$ cat config.mk
export PLATFORM = sky130hd
export DESIGN_NAME = cal_seq_ctrl
export DESIGN_NICKNAME = d
export VERILOG_FILES = /design/src/rtl/calctl_pkg.sv /design/src/rtl/cal_rom.sv /design/src/rtl/cal_accum.sv /design/src/rtl/cal_coef_bank.sv /design/src/rtl/cal_seq_ctrl.sv
export SDC_FILE = /design/constraint.sdc
export NUM_CORES = 1
export LEC_CHECK = 0
export ABC_AREA = 1
export BUFFER_PORTS_ARGS = -buffer_cell sky130_fd_sc_hd__clkbuf_2
export CAP_MARGIN = 20
export CORE_ASPECT_RATIO = 0.7
export CORE_UTILIZATION = 50
export DETAILED_ROUTE_END_ITERATION = 16
export PLACE_DENSITY = 0.67
export SLEW_MARGIN = 10
export SYNTH_ARGS = -nofsm -noshare
export SYNTH_HDL_FRONTEND = slang
export SYNTH_HIERARCHICAL = 1
export SYNTH_SLANG_ARGS = --single-unit
$ cat constraint.sdc
create_clock -name clk -period 4.03 [get_ports clk]
set_input_delay 0.6045 -clock clk [delete_from_list [all_inputs] [get_ports clk]]
set_output_delay 0.6045 -clock clk [all_outputs]
set_load 0.03 [all_outputs]
$ cat src/rtl/calctl_pkg.sv
// Package: shared state type, pattern kind codes and the pattern ROM word function.
// Assumes capacitor indices fit in 4 bits.
package calctl_pkg;
    typedef enum logic [1:0] {ST_IDLE, ST_ISSUE, ST_WAIT, ST_STORE} cal_state_t;

    localparam logic [1:0] K_OFS = 2'b01;
    localparam logic [1:0] K_CAP = 2'b10;
    localparam logic [1:0] K_END = 2'b11;

    // Word idx: 0 = zero-error step, 1..ncap = capacitor ncap-idx, rest = end marker.
    function automatic logic [7:0] rom_word(input int unsigned idx, input int unsigned ncap);
        if (idx == 0)
            return {K_OFS, 6'd0};
        else if (idx <= ncap)
            return {K_CAP, 2'b00, 4'(ncap - idx)};
        else
            return {K_END, 6'd0};
    endfunction
endpackage

$ cat src/rtl/cal_rom.sv
// Module: cal_rom - constant pattern table, DEPTH words of 8 bits, combinational read.
// Assumes DEPTH >= NCAP + 2 so that at least one end marker exists.
module cal_rom #(
    parameter int NCAP  = 13,
    parameter int DEPTH = 16,
    localparam int AW   = $clog2(DEPTH)
) (
    input  logic [AW-1:0] addr_i,
    output logic [7:0]    word_o
);
    import calctl_pkg::*;

    logic [7:0] tbl [DEPTH];

    // Fill each table word from the generator function.
    for (genvar g = 0; g < DEPTH; g++) begin : g_word
        assign tbl[g] = rom_word(g, NCAP);
    end

    // Look up the addressed word.
    assign word_o = tbl[addr_i];
endmodule

$ cat src/rtl/cal_accum.sv
// Module: cal_accum - signed sum of error counts, reduced to a floor average or passed through.
// Assumes at most 2**RLOG additions between clears.
module cal_accum #(
    parameter int EW   = 8,
    parameter int RLOG = 3,
    localparam int SW  = EW + RLOG
) (
    input  logic                 clk,
    input  logic                 rst_n,
    input  logic                 clr_i,
    input  logic                 add_i,
    input  logic signed [EW-1:0] din_i,
    input  logic                 avg_i,
    output logic signed [EW-1:0] coef_o
);
    logic signed [SW-1:0] sum_q;
    logic signed [SW-1:0] shifted;

    // Clear or add one sign-extended sample.
    always_ff @(posedge clk) begin
        if (!rst_n || clr_i)
            sum_q <= '0;
        else if (add_i)
            sum_q <= sum_q + {{RLOG{din_i[EW-1]}}, din_i};
    end

    // Arithmetic shift rounds toward minus infinity.
    always_comb begin
        shifted = sum_q >>> RLOG;
        coef_o  = avg_i ? shifted[EW-1:0] : sum_q[EW-1:0];
    end
endmodule

$ cat src/rtl/cal_coef_bank.sv
// Module: cal_coef_bank - zero-error slot 0 plus NCAP linearity slots, one write port, one read port.
// Assumes a narrow reader must see only slot 0.
module cal_coef_bank #(
    parameter int EW    = 8,
    parameter int NCAP  = 13,
    localparam int NSLOT = NCAP + 1,
    localparam int SLW   = $clog2(NSLOT)
) (
    input  logic                 clk,
    input  logic                 rst_n,
    input  logic                 wr_en_i,
    input  logic [SLW-1:0]       wr_slot_i,
    input  logic signed [EW-1:0] wr_val_i,
    input  logic                 narrow_i,
    input  logic [SLW-1:0]       rd_slot_i,
    output logic signed [EW-1:0] rd_coef_o
);
    logic signed [EW-1:0] coef_q [NSLOT];

    // Clear all slots on reset, else write the addressed slot.
    always_ff @(posedge clk) begin
        if (!rst_n) begin
            for (int i = 0; i < NSLOT; i++) coef_q[i] <= '0;
        end else if (wr_en_i && (int'(wr_slot_i) < NSLOT)) begin
            coef_q[wr_slot_i] <= wr_val_i;
        end
    end

    // Read with range check and narrow-mode masking of linearity slots.
    always_comb begin
        rd_coef_o = '0;
        if (int'(rd_slot_i) < NSLOT && (rd_slot_i == '0 || !narrow_i))
            rd_coef_o = coef_q[rd_slot_i];
    end
endmodule

$ cat src/rtl/cal_seq_ctrl.sv
// Module: cal_seq_ctrl - calibration sequencer: walks the pattern ROM, requests measurements,
// accumulates results and stores coefficients. Assumes the error source answers each request
// once with res_valid_i, never while no request is outstanding.
module cal_seq_ctrl #(
    parameter int EW        = 8,
    parameter int NCAP      = 13,
    parameter int RLOG      = 3,
    parameter int ROM_DEPTH = 16,
    localparam int NSLOT    = NCAP + 1,
    localparam int SLW      = $clog2(NSLOT),
    localparam int AW       = $clog2(ROM_DEPTH)
) (
    input  logic                 clk,
    input  logic                 rst_n,
    input  logic                 start_i,
    input  logic                 full_i,
    output logic                 busy_o,
    output logic                 meas_req_o,
    output logic [7:0]           dac_pat_o,
    input  logic                 res_valid_i,
    input  logic signed [EW-1:0] res_err_i,
    input  logic                 narrow_i,
    input  logic [SLW-1:0]       rd_slot_i,
    output logic signed [EW-1:0] rd_coef_o
);
    import calctl_pkg::*;

    cal_state_t      state_q;
    logic [AW-1:0]   step_q;
    logic [RLOG-1:0] rep_q;
    logic            full_q;
    logic [7:0]      cur_word;
    logic [7:0]      nxt_word;
    logic            last_rep;
    logic            run_done;
    logic            acc_clr;
    logic            acc_add;
    logic            wr_en;
    logic [SLW-1:0]  wr_slot;
    logic signed [EW-1:0] wr_val;
    logic            unused_pat_bits;

    // Current step pattern and a peek at the following one.
    cal_rom #(.NCAP(NCAP), .DEPTH(ROM_DEPTH)) u_rom_cur (.addr_i(step_q), .word_o(cur_word));
    cal_rom #(.NCAP(NCAP), .DEPTH(ROM_DEPTH)) u_rom_nxt (.addr_i(step_q + AW'(1)), .word_o(nxt_word));

    // Step-level decisions: repeat count and end of run.
    always_comb begin
        last_rep = full_q ? (rep_q == {RLOG{1'b1}}) : 1'b1;
        run_done = !full_q || (nxt_word[7:6] == K_END);
    end

    // Main sequencer: idle, issue request, wait for result, store coefficient.
    always_ff @(posedge clk) begin
        if (!rst_n) begin
            state_q <= ST_IDLE;
            step_q  <= '0;
            rep_q   <= '0;
            full_q  <= 1'b0;
        end else begin
            case (state_q)
                ST_IDLE: if (start_i) begin
                    state_q <= ST_ISSUE;
                    step_q  <= '0;
                    rep_q   <= '0;
                    full_q  <= full_i;
                end
                ST_ISSUE: state_q <= ST_WAIT;
                ST_WAIT: if (res_valid_i) begin
                    if (last_rep) begin
                        state_q <= ST_STORE;
                    end else begin
                        rep_q   <= rep_q + RLOG'(1);
                        state_q <= ST_ISSUE;
                    end
                end
                ST_STORE: begin
                    rep_q  <= '0;
                    step_q <= step_q + AW'(1);
                    state_q <= run_done ? ST_IDLE : ST_ISSUE;
                end
                default: state_q <= ST_IDLE;
            endcase
        end
    end

    // Datapath controls and write-slot decode from the pattern fields.
    always_comb begin
        acc_clr    = (state_q == ST_IDLE && start_i) || state_q == ST_STORE;
        acc_add    = (state_q == ST_WAIT) && res_valid_i;
        wr_en      = (state_q == ST_STORE);
        wr_slot    = (cur_word[7:6] == K_OFS) ? '0 : (SLW'(cur_word[3:0]) + SLW'(1));
        busy_o     = (state_q != ST_IDLE);
        meas_req_o = (state_q == ST_ISSUE);
        dac_pat_o  = cur_word;
    end
    assign unused_pat_bits = ^cur_word[5:4];

    cal_accum #(.EW(EW), .RLOG(RLOG)) u_acc (
        .clk(clk), .rst_n(rst_n), .clr_i(acc_clr), .add_i(acc_add),
        .din_i(res_err_i), .avg_i(full_q), .coef_o(wr_val)
    );

    cal_coef_bank #(.EW(EW), .NCAP(NCAP)) u_bank (
        .clk(clk), .rst_n(rst_n), .wr_en_i(wr_en), .wr_slot_i(wr_slot),
        .wr_val_i(wr_val), .narrow_i(narrow_i), .rd_slot_i(rd_slot_i), .rd_coef_o(rd_coef_o)
    );

    // Requests only inside a run.
    p_req_in_busy_r9: assert property (@(posedge clk) disable iff (!rst_n)
        meas_req_o |-> busy_o);
    // Requests are single-cycle pulses.
    p_req_pulse_r9: assert property (@(posedge clk) disable iff (!rst_n)
        meas_req_o |=> !meas_req_o);
    // Pattern holds while a result is awaited.
    p_pat_hold_r9: assert property (@(posedge clk) disable iff (!rst_n)
        (state_q == ST_WAIT) |-> $stable(dac_pat_o));
    // Busy rises only in response to a start.
    p_busy_start_r2: assert property (@(posedge clk) disable iff (!rst_n)
        $rose(busy_o) |-> $past(start_i));
    // Run type is frozen during a run.
    p_mode_hold_r8: assert property (@(posedge clk) disable iff (!rst_n)
        (busy_o && start_i) |=> $stable(full_q));
    // Short runs only touch slot 0.
    p_ofs_only_slot_r3: assert property (@(posedge clk) disable iff (!rst_n)
        (wr_en && !full_q) |-> (wr_slot == '0));
endmodule

Word-level counts from Yosys, hierarchy flattened --
Memory sizes are Yosys's and may differ from the RTL's. Index checks and enable logic that the tools add are counted.
Word-level totals: register bits 21, bits in latches 0, RAM bits 112, ROM bits 256, input bits 18, output and inout bits 18, memories kept 3
Memories:
- (name not given) | depth 16, bits a word 8, rd ports 1, clocked after memory_dff 0, write ports 0, RTL line cal_rom.sv:21 | assign word_o = tbl[addr_i];
- (name not given) | depth 16, bits a word 8, rd ports 1, clocked after memory_dff 0, write ports 0, RTL line cal_rom.sv:21
- u_bank.coef_q | depth 14, bits a word 8, rd ports 1, clocked after memory_dff 0, write ports 14, RTL line cal_coef_bank.sv:18 | logic signed [EW-1:0] coef_q [NSLOT];
Cells by class: $add $sub $neg 4, $mul 0, divide/modulo/power cells 0, order comparisons 4, eq/ne operators 9, shift operators 0, muxes and demuxes 26, bitwise operators 2, reduce and logical (&&, ||, !) cells 21
Operators by type and width (count):
- two-way mux 8 bit | 7
- two-way mux 4 bit | 3
- adder 11 bit | 1
- greater-or-equal comparator 5 bit (second input constant) | 2
- NOT 4 -> 5 bit | 2
- two-way mux 3 bit | 3
- case mux 3 bit (3 select lines) | 1
- adder 4 x 1 -> 4 bit (second input constant) | 2
- less-than comparator 4 bit (second input constant) | 2
- case mux 2 bit (4 select lines) | 1
- case mux 4 bit (2 select lines) | 1
- OR reduction 8 bit | 1
- two-way mux 1 bit | 7
- equality test 2 bit (second input constant) | 3
- two-way mux 2 bit | 3
- != test 2 bit (second input constant) | 3
- AND reduction 2 bit | 3
- equality test 2 x 1 -> 1 bit (second input constant) | 2
- logical AND 1 bit | 4
- zero test 4 bit | 1
- logical OR 1 bit | 4
- AND reduction 4 bit | 1
- nonzero test 2 bit | 2
- adder 3 x 1 -> 3 bit (second input constant) | 1
- other kinds (4) | 6

Depth between registers and ports, before layout --
depth after elaboration 13, gate-level depth with buffers 12

By module --
The synthesis kept the hierarchy.
Modules (own cells, without submodules):
- cal_coef_bank | times used 1, cells each 754, area an instance 6472.5 um^2, seq. area each 3843.7 um^2
- cal_accum | times used 1, cells each 180, area an instance 1069.8 um^2, seq. area each 220.2 um^2
- cal_seq_ctrl | times used 1, cells each 106, area an instance 753.2 um^2, seq. area each 200.2 um^2
- cal_rom | times used 2, cells each 22, area an instance 98.8 um^2, seq. area each 0.0 um^2

Worst setup path after synthesis --
No wires, ideal clock.
path type register -> register, from register step_q[1], to memory u_bank.coef_q[8][0], enable pin, arrival 2.721 ns, data required time 3.728 ns, setup slack 1.007 ns, cell stages (with the launch flop) 12, cells stage by stage dfxtp_1 > inv_1 > nand2_1 > o21ai_0 > nand3_1 > xor2_1 > nor2_1 > nand2_1 > o211ai_4 > nor2_4 > nand2_2 > nand2_1
RTL lines:
- start: declaration | RTL line cal_seq_ctrl.sv:29 | logic [AW-1:0] step_q;
- start signal: assignment | RTL line cal_seq_ctrl.sv:79 | step_q <= step_q + AW'(1);
- end: declaration | RTL line cal_coef_bank.sv:18

==> results.toml <==
[power_and_ir_drop]
leakage_nw = 4.30
total_power_w = 0.00400
pwr_density_cell_nw_per_um2 = 434
ir_worst_vdd_uv = 274

[cts]
cts_tree = "built"
cts_root_buf = "clkbuf_16"
cts_sinks = 149
cts_buffer_depth = 2
numCtsBuffers = 17
htreeDepth = 4
ctsHoldBuffers = 0
cts_resized = 0
cts_setup_buffers = 0
clkTransAtPathRegs_ns = 0.06
insertion_delay_ns = 0.42

[cells_and_area]
antennaDiodeCount = 0
drive_gt1_share_pct = 9.78
areaGrowthSynthToFinish_pct = 9.58
fin_util_pct = 56.2
multiInputGateArea_sq_um = 3150
register_area_sq_um = 4260
n_fill_cell = 1579
fin_nets = 1140

[detailed_routing]
via_per_inst = 4.95
finalWirelength_um = 19600
routedWlPerCell_um = 14.6
drtAntennaViolNets = 0
drt_iter0_markers = 842
vias = 6622
drc = 0
detail_route.first_pass.iterations = 5

[placement]
port_buffers = 33
routabilityCongestion = 0.851
dpl.hpwl_um = 13400

[timing]
slew-limit-headroom_pct = 47.5
tightest_slew_ns = 0.787
setup_viol = 0
max_freq_ghz = 0.335
timing.final.crit_share_pct = 74.1
grt_setup_unrepaired = "false"
clock_skew_ns = 0.0121
hold_ws_ns = 0.439
hold_viol = 0
tns_ns = 0
slew_viol_final = 0
min_period_ns = 2.98

[global_route]
antenna_found_initial = 0
grt_max_degree = 65
grt_pass1_vias = 6163
grt_pass1_wl_um = 31800
grt_use_total_pct = 24.1
globalRouteOverflowTotal = 0

[setup_path]
path_class = "reg -> reg"
cp.required_ns = 4.11
cp.arrival_ns = 3.06
cp-start-kind = "flip-flop"
endpoint_kind = "flip-flop"
cp_max_fo = 9

[floorplanning]
die_h_um = 111
start_util_pct = 51.3
pin_count = 36
fp.dieW_um = 157
die_area_sq_um = 17400
row_count = 39
core_sq_um = 16400

[hold_path]
hold_path.class = "in -> reg"

[run]
drv_cap = 0

[yosys]
ys_warn_count = 6
avgSynthCellArea_sq_um = 7.89
synthCells = 1067
syn-cell-area_sq_um = 8410

[status]
outcome = "finished, final reports clean"
-- per-stage QoR --
| stage | setup WS [ns] | instance area (sq um) | instances |
|---|---|---|---|
| after global placement | 1.14 | 8670 | 1308 |
| final | 1.05 | 9220 | 1339 |
| after detailed placement | 1.10 | 8670 | 1308 |
| after floorplan | 1.01 | 8470 | 1083 |
| after global routing | 0.766 | 9220 | 1339 |
| after CTS | 1.09 | 9220 | 1339 |
-- power by group --
part           internal, W  switching [W]  leakage, nW  total [W]
registers          0.00175      0.0000485         1.49    0.00180
clock network     0.000801       0.000675        0.249    0.00148
logic             0.000194       0.000534         2.56   0.000728
-- flip-flops by register name (all words and copies together), names as in the netlist --
register	count
u_bank/coef_q	128
u_acc/sum_q	11
step_q	4
rep_q	3
state_q	2
full_q	1
-- path summary, 6_finish.rpt --
path | start | endpoint | slack (ns) | cells after the start
setup / recovery | step_q[2] | u_bank/coef_q[5][6] | 1.05 | 10
hold / removal | full_i | full_q | 0.44 | 3
setup reg to reg | step_q[2] | u_bank/coef_q[5][6] | 1.05 | 10
hold reg to reg | u_acc/sum_q[0] | u_acc/sum_q[0] | 0.50 | 2
-- final cells by class --
class | instances | area share (%)
repair buffers | 36 | 2.04
well taps | 225 | 3.05
inverters | 209 | 8.54
clock inverters | 14 | 1.30
clock buffers | 17 | 4.61
multi-input cells | 689 | 34.2
flip-flops and latches | 149 | 46.2
-- metal layers --
metal,track usage (%),part of all wire (%)
met5,0,0
met2,34.0,42
met3,4.67,9.9
met4,7.25,1.2
met1,37.1,47
-- layout by cell type (no fill, tap or decap), types with 4 or more instances in the layout --
cell type and count:
a21oi_1 21, a21oi_2 4, clkbuf_16 17, clkbuf_2 33, clkinvlp_4 6, conb_1 18
dfxtp_1 21, edfxtp_1 128, ha_1 19, inv_1 202, inv_2 4, inv_6 5
nand2_1 313, nand2_2 17, nand3_1 90, nor2_1 162, nor2_4 4, o21ai_0 13
xor2_1 6
-- worst max-delay path, cell delays in order (launching register included) --
cell	delay, ns
dfxtp_1	0.50
nand3_1	0.15
nand2_1	0.10
nor2_2	0.06
ha_1	0.20
xnor2_1	0.12
nor2_1	0.22
inv_1	0.06
nor2_1	0.56
nand2_2	0.30
nand2_1	0.37
No activity file was read; power rests on OpenSTA's default activity.
